[src/rtl/retx_sender_pkg.sv]
package retx_sender_pkg;
  typedef enum logic [1:0] {ST_IDLE, ST_SEND, ST_WAIT} snd_state_e;

  localparam int HDR_BYTES = 4;

  // big-endian lane pick: lane 0 is bits 31:24
  function automatic logic [7:0] word_lane(input logic [31:0] w, input logic [1:0] lane);
    return w[8*(3-lane) +: 8];
  endfunction
endpackage

[src/rtl/pkt_word_store.sv]
module pkt_word_store #(
  parameter int DEPTH = 8,
  parameter int AW    = 3
) (
  input  logic          clk,
  input  logic          we,
  input  logic [AW-1:0] waddr,
  input  logic [31:0]   wdata,
  input  logic [AW-1:0] raddr,
  output logic [31:0]   rdata
);
  logic [31:0] mem [DEPTH];

  always_ff @(posedge clk) begin
    if (we) mem[waddr] <= wdata;
  end

  assign rdata = mem[raddr];
endmodule

[src/rtl/pkt_byte_sel.sv]
module pkt_byte_sel
  import retx_sender_pkg::*;
#(
  parameter int           IW     = 6,
  parameter int           LW     = 4,
  parameter int           AW     = 3,
  parameter logic [7:0]   NET_ID = 8'hA5,
  parameter logic [7:0]   SRC_ID = 8'h3C
) (
  input  logic [IW-1:0] idx,
  input  logic [LW-1:0] len,
  input  logic [7:0]    dest,
  input  logic [7:0]    sum,
  input  logic [31:0]   word,
  output logic [AW-1:0] word_addr,
  output logic          is_last,
  output logic [7:0]    byte_out
);
  logic [IW-1:0] last_idx;

  assign last_idx  = IW'(HDR_BYTES) + (IW'(len) << 2);
  assign is_last   = (idx == last_idx);
  assign word_addr = AW'((idx >> 2) - IW'(1));

  always_comb begin
    if (is_last) byte_out = sum;
    else begin
      case (idx)
        IW'(0):  byte_out = NET_ID;
        IW'(1):  byte_out = dest;
        IW'(2):  byte_out = SRC_ID;
        IW'(3):  byte_out = 8'(len);
        default: byte_out = word_lane(word, idx[1:0]);
      endcase
    end
  end
endmodule

[src/rtl/retry_timer.sv]
module retry_timer #(
  parameter int TW = 16
) (
  input  logic          clk,
  input  logic          rst,
  input  logic          clear,
  input  logic          run,
  input  logic [TW-1:0] limit,
  output logic          expired
);
  logic [TW-1:0] cnt;

  always_ff @(posedge clk) begin
    if (rst || clear)             cnt <= '0;
    else if (run && cnt != '1)    cnt <= cnt + 1'b1;
  end

  assign expired = (cnt >= limit);
endmodule

[src/rtl/retx_packet_sender.sv]
module retx_packet_sender
  import retx_sender_pkg::*;
#(
  parameter int         MAX_WORDS = 8,
  parameter int         TW        = 16,
  parameter int         RW        = 4,
  parameter logic [7:0] NET_ID    = 8'hA5,
  parameter logic [7:0] SRC_ID    = 8'h3C,
  localparam int        AW        = (MAX_WORDS > 1) ? $clog2(MAX_WORDS) : 1,
  localparam int        LW        = $clog2(MAX_WORDS + 1),
  localparam int        IW        = $clog2(HDR_BYTES + 4*MAX_WORDS + 2)
) (
  input  logic          clk,
  input  logic          rst,
  input  logic          load_en,
  input  logic [AW-1:0] load_idx,
  input  logic [31:0]   load_word,
  input  logic          start,
  input  logic [7:0]    start_dest,
  input  logic [LW-1:0] start_len,
  input  logic [TW-1:0] timeout_cycles,
  input  logic [RW-1:0] max_retries,
  output logic          tx_valid,
  output logic [7:0]    tx_byte,
  input  logic          tx_ready,
  input  logic          ack_valid,
  input  logic [7:0]    ack_src,
  output logic          busy,
  output logic          done,
  output logic          fail
);
  snd_state_e    state;
  logic [IW-1:0] idx;
  logic [LW-1:0] len_q;
  logic [7:0]    dest_q;
  logic [7:0]    sum_q;
  logic [RW-1:0] tries_q;
  logic [AW-1:0] rd_addr;
  logic [31:0]   rd_word;
  logic          is_last;
  logic          expired;
  logic          ack_hit;
  logic          accept;
  logic          replay_or_quit;

  assign accept         = (state == ST_IDLE) && start;
  assign ack_hit        = (state == ST_WAIT) && ack_valid && (ack_src == dest_q);
  assign replay_or_quit = (state == ST_WAIT) && !ack_hit && expired;

  pkt_word_store #(.DEPTH(MAX_WORDS), .AW(AW)) u_store (
    .clk   (clk),
    .we    (load_en && state == ST_IDLE),
    .waddr (load_idx),
    .wdata (load_word),
    .raddr (rd_addr),
    .rdata (rd_word)
  );

  pkt_byte_sel #(.IW(IW), .LW(LW), .AW(AW), .NET_ID(NET_ID), .SRC_ID(SRC_ID)) u_sel (
    .idx       (idx),
    .len       (len_q),
    .dest      (dest_q),
    .sum       (sum_q),
    .word      (rd_word),
    .word_addr (rd_addr),
    .is_last   (is_last),
    .byte_out  (tx_byte)
  );

  retry_timer #(.TW(TW)) u_timer (
    .clk     (clk),
    .rst     (rst),
    .clear   (accept || replay_or_quit),
    .run     (state != ST_IDLE),
    .limit   (timeout_cycles),
    .expired (expired)
  );

  always_ff @(posedge clk) begin
    if (rst) begin
      state   <= ST_IDLE;
      idx     <= '0;
      len_q   <= '0;
      dest_q  <= '0;
      sum_q   <= '0;
      tries_q <= '0;
      done    <= 1'b0;
      fail    <= 1'b0;
    end else begin
      done <= 1'b0;
      case (state)
        ST_IDLE: if (start) begin
          dest_q  <= start_dest;
          len_q   <= start_len;
          idx     <= '0;
          sum_q   <= '0;
          tries_q <= '0;
          fail    <= 1'b0;
          state   <= ST_SEND;
        end
        ST_SEND: if (tx_ready) begin
          sum_q <= sum_q + tx_byte;
          if (is_last) state <= ST_WAIT;
          else         idx   <= idx + 1'b1;
        end
        ST_WAIT: begin
          if (ack_hit) begin
            done  <= 1'b1;
            state <= ST_IDLE;
          end else if (expired) begin
            if (tries_q == max_retries) begin
              fail  <= 1'b1;
              state <= ST_IDLE;
            end else begin
              tries_q <= tries_q + 1'b1;
              idx     <= '0;
              sum_q   <= '0;
              state   <= ST_SEND;
            end
          end
        end
        default: state <= ST_IDLE;
      endcase
    end
  end

  assign tx_valid = (state == ST_SEND);
  assign busy     = (state != ST_IDLE);
endmodule

[config.mk]
export PLATFORM = sky130hd
export DESIGN_NAME = retx_packet_sender
export DESIGN_NICKNAME = d
export VERILOG_FILES = /design/src/rtl/retx_sender_pkg.sv /design/src/rtl/pkt_word_store.sv /design/src/rtl/pkt_byte_sel.sv /design/src/rtl/retry_timer.sv /design/src/rtl/retx_packet_sender.sv
export SDC_FILE = /design/constraint.sdc
export NUM_CORES = 1
export LEC_CHECK = 0
export ABC_CLOCK_PERIOD_IN_PS = 14300
export BUFFER_PORTS_ARGS = -buffer_cell sky130_fd_sc_hd__clkbuf_2
export CAP_MARGIN = 20
export CORE_MARGIN = 10
export CORE_UTILIZATION = 55
export DETAILED_ROUTE_END_ITERATION = 8
export PLACE_DENSITY = 0.84
export SYNTH_ARGS = -nofsm -noshare
export SYNTH_HDL_FRONTEND = slang
export SYNTH_SLANG_ARGS = --single-unit
[constraint.sdc]
create_clock -name clk -period 14.3 [get_ports clk]
set_clock_uncertainty 0.1 [all_clocks]
set_input_delay 2.145 -clock clk [delete_from_list [all_inputs] [get_ports clk]]
set_output_delay 2.145 -clock clk [all_outputs]
set_load 0.01 [all_outputs]
Yosys cells after proc, flatten, opt, wreduce, memory -nomap -nowiden
Memories as Yosys holds them, arrays and structs flattened.
Cells that the tools add are included.

word-level totals
  memories kept = 1
  output and inout port bits = 12
  RAM bits = 256
  bits in registers = 50
  input bits = 81

memories
  name         depth  width  read ports  clocked after memory_dff  write ports  line                  text
  u_store.mem  8      32     1           0                         1            pkt_word_store.sv:12  logic [31:0] mem [DEPTH];

operators by class
  add/sub/neg operators = 7
  shift-type cells = 1
  bitwise logic cells = 1
  equality and inequality tests = 18
  reduce and logical (&&, ||, !) cells = 22
  muxes and demuxes = 35
  order comparisons = 1

operators by type and width
  kind                                                 number
  two-way mux 8 bit                                    6
  two-way mux 6 bit                                    6
  variable part select 32 x 33 -> 8 bit                1
  one-hot mux 8 bit (4 select lines)                   1
  one-hot mux 8 bit (3 select lines)                   1
  one-hot mux 6 bit (3 select lines)                   1
  adder 16 x 1 -> 16 bit, second input constant        1
  greater-or-equal comparator 16 bit                   1
  two-way mux 4 bit                                    4
  inequality test 16 bit, second input constant        1
  equality test 6 x 2 -> 1 bit, second input constant  2
  two-way mux 2 bit                                    5
  inequality test 2 bit, second input constant         5
  AND reduction 5 bit                                  2
  adder 8 bit                                          1
  equality test 8 bit                                  1
  two-way mux 1 bit                                    8
  one-hot mux 4 bit (2 select lines)                   1
  logical AND 1 bit                                    7
  AND reduction 7 bit                                  1
  adder 3 x 6 -> 6 bit, first input constant           1
  adder 6 x 1 -> 6 bit, second input constant          1
  equality test 6 x 1 -> 1 bit, second input constant  1
  equality test 6 bit                                  1
  other kinds (21)                                     25

Depth between registers and ports, before layout
Gate-level depths: netlist of run 1.

  depth after elaboration = 8
  mapped depth = 23
  mapped depth without buffers = 17

Hierarchy
A second synthesis of run 1 with hierarchy kept.

unflattened totals
  cell total of the unflattened synthesis = 836
  area total of the unflattened synthesis = 13625.6 um2

modules (own cells, without submodules)
  module              instances  area an instance (um2)  cells each
  pkt_word_store      1          9825.7                  383
  retx_packet_sender  1          1965.6                  235
  retry_timer         1          1214.9                  148
  pkt_byte_sel        1          619.3                   70

Worst setup path before layout of run 1
OpenSTA, ideal clock, no wires.

  path kind = register to output
  start = register idx[2]
  end = output tx_byte[1]
  arrival time = 3189 ps
  data required time = 12055 ps
  path slack = 8866 ps
  cell stages (with the launch flop) = 14
  cell sequence = dfxtp_1 > buf_6 > buf_6 > buf_6 > inv_1 > ha_1 > buf_2 > buf_2 > clkbuf_1 > mux4_2 > mux4_2 > mux2i_1 > o22ai_1 > mux2_2

between the ends
  word-level cells in the longest chain between the ends = 5

ends and longest elaborated chain
  item                                   line                       text
  start, declared                        retx_packet_sender.sv:33   logic [IW-1:0] idx;
  start signal, assigned                 retx_packet_sender.sv:104  else idx <= idx + 1'b1;
  subtractor 3 x 1 -> 3 bit              pkt_byte_sel.sv:23         assign word_addr = AW'((idx >> 2) - IW'(1));
  memory (8 x 32 bit)                    -
  variable part select 32 x 33 -> 8 bit  retx_sender_pkg.sv:8       return w[8*(3-lane) +: 8];
  one-hot mux 8 bit (4 select lines)     pkt_byte_sel.sv:28         case (idx)
  two-way mux 8 bit *                    pkt_byte_sel.sv:26         if (is_last) byte_out = sum;
  end, declared                          retx_packet_sender.sv:24   output logic [7:0] tx_byte,

Mark *: on every way between the ends. The rest lies on a longest branch, timed or not.

Final worst setup path of run 1
  start = register idx[2]
  end = output tx_byte[0]

The elaborated chain is that of the path after synthesis.

==> summary.md, run 1 <==
| Metric | Value |
|---|---|
| Avg WL per Cell | `approximately 22 um` |
| Vias in the first global route | `roughly 7600` |
| Final number of setup-violating endpoints | `0` |
| Post-CTS Repair Setup Buffers | `0` |
| Clk sink count | `a little over 300` |
| Max_cap viols | `0` |
| Min-delay worst type | `flop to flop` |
| Hold path start | `sum_q[0]$_SDFFE_PP0P_` |
| Hold depth | `2` |
| Die area | `30400 sq um` |
| Rows | `56` |
| Max Freq | `~0.15 GHz` |
| Reg clk slew, reported paths | `~0.06 ns` |
| Crit Path Class | `flop to output pin` |
| Layout Cells excl Fill | `between 1000 and 1500` |
| Maximum VDD drop | `roughly 0.00010 V` |
| Worst hold margin | `between 0.3 and 0.4 ns` |
| I/O Buffers | `92` |
| Crit Path Max Fanout | `64` |
| Synthesized area | `between 10000 and 15000 sq um` |
| Yosys reg bits | `about 310` |
| Tot GR Track Use | `between 10% and 20%` |
| Inst Count DP | `1190` |
| Most frequent CP cell | `mux4_2` |
| Clk_lat worst skew | `between 0.5 and 0.6 ns` |
| First-pass GRT wire length | `roughly 43 mm` |
| Top Family by Delay on Critical Path | `multiplexers` |
| Total gr overflow | `0` |
| Post-route DRC | `0` |
| Synthesized instance count | `~800` |
| Area Growth Syn to Fin | `14.2%` |
| DR vias | `between 7000 and 8000` |
| Worst R2R End | `sum_q[7]$_SDFFE_PP0P_` |
| CP max stage cell | `dfxtp_4` |
| RSZ-0062 raised after global routing | `false` |
| Layout fillers | `about 1600` |
| Vias per cell | `slightly below 6` |
| Yosys top cell by area | `edfxtp_1` |
| Crit path largest cell delay | `between 0.7 and 0.8 ns` |
| Warnings, synthesis | `0` |
| GP Congestion | `0.794` |
| 1st-iter DRT viols | `around 670` |
| Tcrit/Tclk final | `between 40% and 50%` |
| Crit path buf inv count | `3` |
| Routed WL | `around 28 mm` |
| Most numerous cell in the Yosys netlist | `edfxtp_1` |
| Slew at the pin closest to its max-slew limit | `a little over 1 ns` |
| Syn_area_per_cell | `between 15 and 20 sq um` |
| R2R depth | `17` |
| Largest cells by area after synthesis | `edfxtp_1 59%, mux4_2 13%, dfxtp_1 7.6%` |
| EDFF count, synth | `256` |
| CP Data Arrival Time | `around 4.4 ns` |
| Worst reg2reg setup slack | `just under 9 ns` |
| Largest net degree at the start of global routing | `65` |
| Relative slew margins | `a little under a third` |
| Syn Nets | `between 900 and 1000` |
| Lkg Pwr | `around 5.2 nW` |
| Synth cell types | `53` |
| Final Hold Violating Endpoints | `0` |
| DP HPWL | `between 15 and 20 mm` |
| Worst path cell trace | `inv_1 > ha_2 > buf_4 > mux4_2 > mux4_2 > mux2i_1 > o22ai_1 > mux2_2 > clkbuf_2` |
| Non-Filler Cell Area, Final | `15000 sq um` |
| Seq/Total Area, Yosys | `around two thirds` |
| Nets | `1019` |
| Top_reg_cell synth | `edfxtp_1` |
| Crit start category | `flop` |
| Core Footprint | `between 20000 and 25000 sq um` |
| Worst r2r src | `idx[2]$_SDFFE_PP0P_` |
| Minimum clock period | `around 6.6 ns` |
| Starting Density | `between 50% and 60%` |
| Synth cell count leaders | `256 x edfxtp_1, 78 x mux4_2, 57 x nand2_1` |
| Resized cells post-CTS | `0` |
| Num CTS Buffers | `30` |
| Initial antenna violation count | `3` |
| WP data required | `around 12 ns` |
| Boundary Pins | `93` |
| CTS tree | `done` |
| Seq. cell area | `8690 sq um` |
| DRT Pass-1 Iters | `6` |
| Post-DP Area | `between 10000 and 15000 sq um` |
| Status | `complete, no violations` |
| Synth top area share | `between 50% and 60%` |
| Share of layout cells above drive strength 1 | `between 20% and 30%` |
| Die Wd | `between 150 and 200 um` |
| Final setup TNS | `0 ns` |
| Max clock buf depth | `3` |
| Routed Antenna Nets | `0` |
| Power Density | `125 nW/um^2` |
| WHS Endpoint | `sum_q[0]$_SDFFE_PP0P_` |
| Final Max Tran Viols | `0` |
| Clk root buf | `clkbuf_16` |
| CTS Hold Bufs | `0` |
| Crit end category | `output pin` |
| Ys async rst share | `0%` |
| Die Y | `between 150 and 200 um` |
| Multi-input gate area | `4180 sq um` |
| # H-tree levels | `1` |
-- cell families after synthesis --
family	synth area share [%]
flip-flops	66.3
AND/OR/NAND/NOR	5.96
multiplexers	14.9
AO/OA/AOI/OAI	4.55
buffers and inverters	2.26
XOR/XNOR	2.68
adder cells (fa/ha/maj)	3.30
-- state kept, by name, indices dropped and copies added (netlist names) --
signal,flops
len_q,4
sum_q,8
dest_q,8
state,2
fail,1
done,1
u_timer.cnt,16
idx,6
tries_q,4
u_store.mem,256
-- through the flow --
stage	total power, mW	worst slack, ns	utilization (%)
6_report	1.86	7.69	63.7
5_1_grt	1.93	7.40	63.7
4_1_cts	1.88	7.58	63.7
3_5_place_dp	1.11	8.26	59.5
3_3_place_gp	1.10	8.32	59.3
2_1_floorplan	1.07	8.87	-
-- report_power, final --
| part | leakage [nW] | internal, mW | switching [mW] | total [mW] |
|---|---|---|---|---|
| logic | 1.97 | 0.0366 | 0.0614 | 0.0979 |
| clock network | 0.487 | 0.441 | 0.330 | 0.771 |
| registers | 2.72 | 0.985 | 0.0103 | 0.995 |
| total | 5.18 | 1.46 | 0.402 | 1.86 |
-- how the worst max path moves through the flow --
stage | from | endpoint | slack (ns) | depth (start not counted)
floorplan | idx[2]$_SDFFE_PP0P_ | tx_byte[1] | 8.87 | 13
CTS | idx[2]$_SDFFE_PP0P_ | tx_byte[3] | 7.58 | 9
global route | idx[2]$_SDFFE_PP0P_ | tx_byte[3] | 7.40 | 9
detailed placement | idx[2]$_SDFFE_PP0P_ | tx_byte[3] | 8.26 | 9
global placement | idx[2]$_SDFFE_PP0P_ | tx_byte[3] | 8.32 | 9
finish | idx[2]$_SDFFE_PP0P_ | tx_byte[0] | 7.69 | 9
-- per-layer routing --
metal	track usage [%]	vias up	routed length, um
met5	0	-	13
met4	4.74	2	561
met3	4.90	49	2350
met2	29.6	302	13600
met1	23.1	3672	11000
li1	-	3334	-
-- worst min-delay path: stages (launching register included) --
cell and delay [ns]:
dfxtp_1 0.32, nand2_1 0.06, a21oi_1 0.05
-- cells in the final DEF, fill, tap and decap left out, types with 4 or more instances in the layout --
master / n
edfxtp_1: 256
or3_1: 5
nor3_2: 4
nor3_1: 6
o21ai_1: 12
and3_1: 5
nand2b_1: 6
a21oi_1: 44
clkbuf_2: 92
clkbuf_16: 30
mux4_2: 78
o22ai_1: 6
nand4_1: 8
o21a_1: 4
dfxtp_1: 49
ha_1: 32
nand3_1: 17
nor2b_1: 6
and4_1: 4
a21o_1: 8
xor2_1: 16
clkinv_2: 11
nor2_4: 6
mux2_2: 7
mux2i_1: 11
xnor2_1: 21
nand2_1: 57
buf_4: 11
nor2_1: 32
clkinv_1: 5
inv_1: 30
-- cell type report --
cell class / instances / share of cell area, %
antenna: 1 / 0.0167
clock buffer: 33 / 5.09
clock inverter: 23 / 1.46
inverter: 32 / 0.803
multi-input combinational: 429 / 27.9
sequential: 306 / 58.1
tap: 319 / 2.67
timing repair buffer: 105 / 3.89
(Power assumes the default switching activity.)
==> run 2, diff against run 1 <==
--- a/config.mk
+++ b/config.mk
@@ -5,7 +5,7 @@
 export SDC_FILE = /design/constraint.sdc
 export NUM_CORES = 1
 export LEC_CHECK = 0
-export ABC_CLOCK_PERIOD_IN_PS = 14300
+export ABC_CLOCK_PERIOD_IN_PS = 6520
 export BUFFER_PORTS_ARGS = -buffer_cell sky130_fd_sc_hd__clkbuf_2
 export CAP_MARGIN = 20
 export CORE_MARGIN = 10
==> constraint.sdc (replaced) <==
create_clock -name clk -period 6.52 [get_ports clk]
set_clock_uncertainty 0.1 [all_clocks]
set_input_delay 0.978 -clock clk [delete_from_list [all_inputs] [get_ports clk]]
set_output_delay 0.978 -clock clk [all_outputs]
set_load 0.01 [all_outputs]
==> summary.md, run 2 (synthesized netlist as in run 1, its figures left out) <==
| Metric | Value |
|---|---|
| Nets | `approximately 1000` |
| Final number of setup-violating endpoints | `0` |
| Rows | `56` |
| # H-tree levels | `1` |
| Clk_lat worst skew | `between 0.5 and 0.6 ns` |
| Power Density | `roughly 270 nW/um^2` |
| Crit Path Max Fanout | `40` |
| Worst reg2reg setup slack | `1.51 ns` |
| Post-CTS Repair Setup Buffers | `0` |
| Min-delay worst type | `flop to flop` |
| Crit start category | `flop` |
| Worst r2r src | `idx[3]$_SDFFE_PP0P_` |
| CTS Hold Bufs | `0` |
| I/O Buffers | `92` |
| Lkg Pwr | `roughly 5.2 nW` |
| Starting Density | `~56%` |
| Area Growth Syn to Fin | `13.8%` |
| Vias per cell | `around 6` |
| Hold depth | `2` |
| Post-DP Area | `approximately 14000 sq um` |
| Die Y | `174 um` |
| R2R depth | `16` |
| Relative slew margins | `between 30% and 40%` |
| Final Hold Violating Endpoints | `0` |
| Final Max Tran Viols | `0` |
| Die area | `30400 sq um` |
| CTS tree | `done` |
| Routed WL | `around 28 mm` |
| Final setup TNS | `0 ns` |
| Max clock buf depth | `3` |
| Core Footprint | `about 23000 sq um` |
| DRT Pass-1 Iters | `5` |
| Share of layout cells above drive strength 1 | `about 27%` |
| Boundary Pins | `93` |
| GP Congestion | `roughly 0.86` |
| Tot GR Track Use | `18.3%` |
| WHS Endpoint | `sum_q[3]$_SDFFE_PP0P_` |
| Initial antenna violation count | `2` |
| First-pass GRT wire length | `~44 mm` |
| Tcrit/Tclk final | `80.5%` |
| Top reg by flops | `u_store.mem` |
| Non-Filler Cell Area, Final | `14900 sq um` |
| Avg WL per Cell | `roughly 22 um` |
| Maximum VDD drop | `0.000209 V` |
| Routed Antenna Nets | `0` |
| CP Data Arrival Time | `around 4.2 ns` |
| Minimum clock period | `5.25 ns` |
| Final worst slack | `1.27 ns` |
| Crit Path Class | `flop to output pin` |
| Largest net degree at the start of global routing | `54` |
| Post-route DRC | `0` |
| DR vias | `7428` |
| Num CTS Buffers | `29` |
| Status | `complete, no violations` |
| Slew at the pin closest to its max-slew limit | `around 1.0 ns` |
| Die Wd | `about 170 um` |
| Max_cap viols | `0` |
| Worst R2R End | `sum_q[7]$_SDFFE_PP0P_` |
| Max FFs per register | `~260` |
| Max Freq | `around 0.19 GHz` |
| RSZ-0062 raised after global routing | `false` |
| Crit end category | `output pin` |
| Clk sink count | `306` |
| Largest regs | `u_store.mem: 256 flops, u_timer.cnt: 16 flops` |
| Clk root buf | `clkbuf_16` |
| WP data required | `roughly 5.4 ns` |
| Resized cells post-CTS | `0` |
| Reg clk slew, reported paths | `about 0.060 ns` |
| Place WS | `~1.6 ns` |
| Total gr overflow | `0` |
| Hold path start | `sum_q[3]$_SDFFE_PP0P_` |
| Commonest non-fill, non-tap cell in the layout | `edfxtp_1` |
| Commonest cells after routing, fill and taps aside | `256 x edfxtp_1, 92 x clkbuf_2, 78 x mux4_2` |
| 1st-iter DRT viols | `between 700 and 800` |
| Vias in the first global route | `7651` |
| DP HPWL | `about 17 mm` |
-- run 2: how the worst max path moves through the flow --
stage                              from  slack, ns                    end
CTS                 idx[3]$_SDFFE_PP0P_       1.26             tx_byte[7]
floorplan           idx[2]$_SDFFE_PP0P_       1.68  sum_q[6]$_SDFFE_PP0P_
finish              idx[3]$_SDFFE_PP0P_       1.27             tx_byte[7]
global placement    idx[3]$_SDFFE_PP0P_       1.72  sum_q[7]$_SDFFE_PP0P_
detailed placement  idx[3]$_SDFFE_PP0P_       1.59  sum_q[7]$_SDFFE_PP0P_
global route        idx[3]$_SDFFE_PP0P_       1.01             tx_byte[7]
-- run 2: report_power, final --
| group | internal (mW) | leakage (nW) | switching (mW) | total, mW |
|---|---|---|---|---|
| clock network | 0.932 | 0.443 | 0.684 | 1.62 |
| logic | 0.0798 | 1.99 | 0.137 | 0.217 |
| registers | 2.16 | 2.72 | 0.0209 | 2.18 |
| total | 3.17 | 5.16 | 0.842 | 4.01 |
-- run 2: through the flow --
| stage | util [%] | hold WS [ns] | instances | power, mW |
|---|---|---|---|---|
| after floorplan | - | 0.345 | 799 | 2.34 |
| after global placement | 59.5 | 0.357 | 1193 | 2.43 |
| after detailed placement | 59.5 | 0.364 | 1193 | 2.44 |
| after CTS | 63.4 | 0.376 | 1244 | 4.04 |
| after global routing | 63.5 | 0.397 | 1246 | 4.13 |
| final | 63.5 | 0.377 | 1247 | 4.01 |
-- run 2: critical path, cell delays in order, from the launching register on --
cell and delay (ns):
dfxtp_1 0.44, inv_1 0.10, ha_2 1.01, buf_4 0.39, mux4_2 0.33, mux2i_1 0.29, nor3_1 0.10, nor3_2 0.33
o22ai_2 0.16, mux2_2 0.32, clkbuf_2 0.14
-- run 2: layout make-up --
type                    instances  area (sq um)
flip-flops and latches        306          8690
inverters                      32           120
repair buffers                109           608
multi-input cells             429          4180
clock buffers                  35           748
well taps                     319           399
diodes                          1          2.50
fillers                      1600          8560
clock inverters                16           161
-- run 2: metal layers --
| layer | GRT usage, % | wire length, um | vias to the layer above |
|---|---|---|---|
| met5 | 0 | 26 | - |
| met2 | 29.5 | 13600 | 304 |
| li1 | - | - | 3340 |
| met4 | 5.34 | 698 | 2 |
| met1 | 24.0 | 11400 | 3728 |
| met3 | 4.70 | 2280 | 54 |
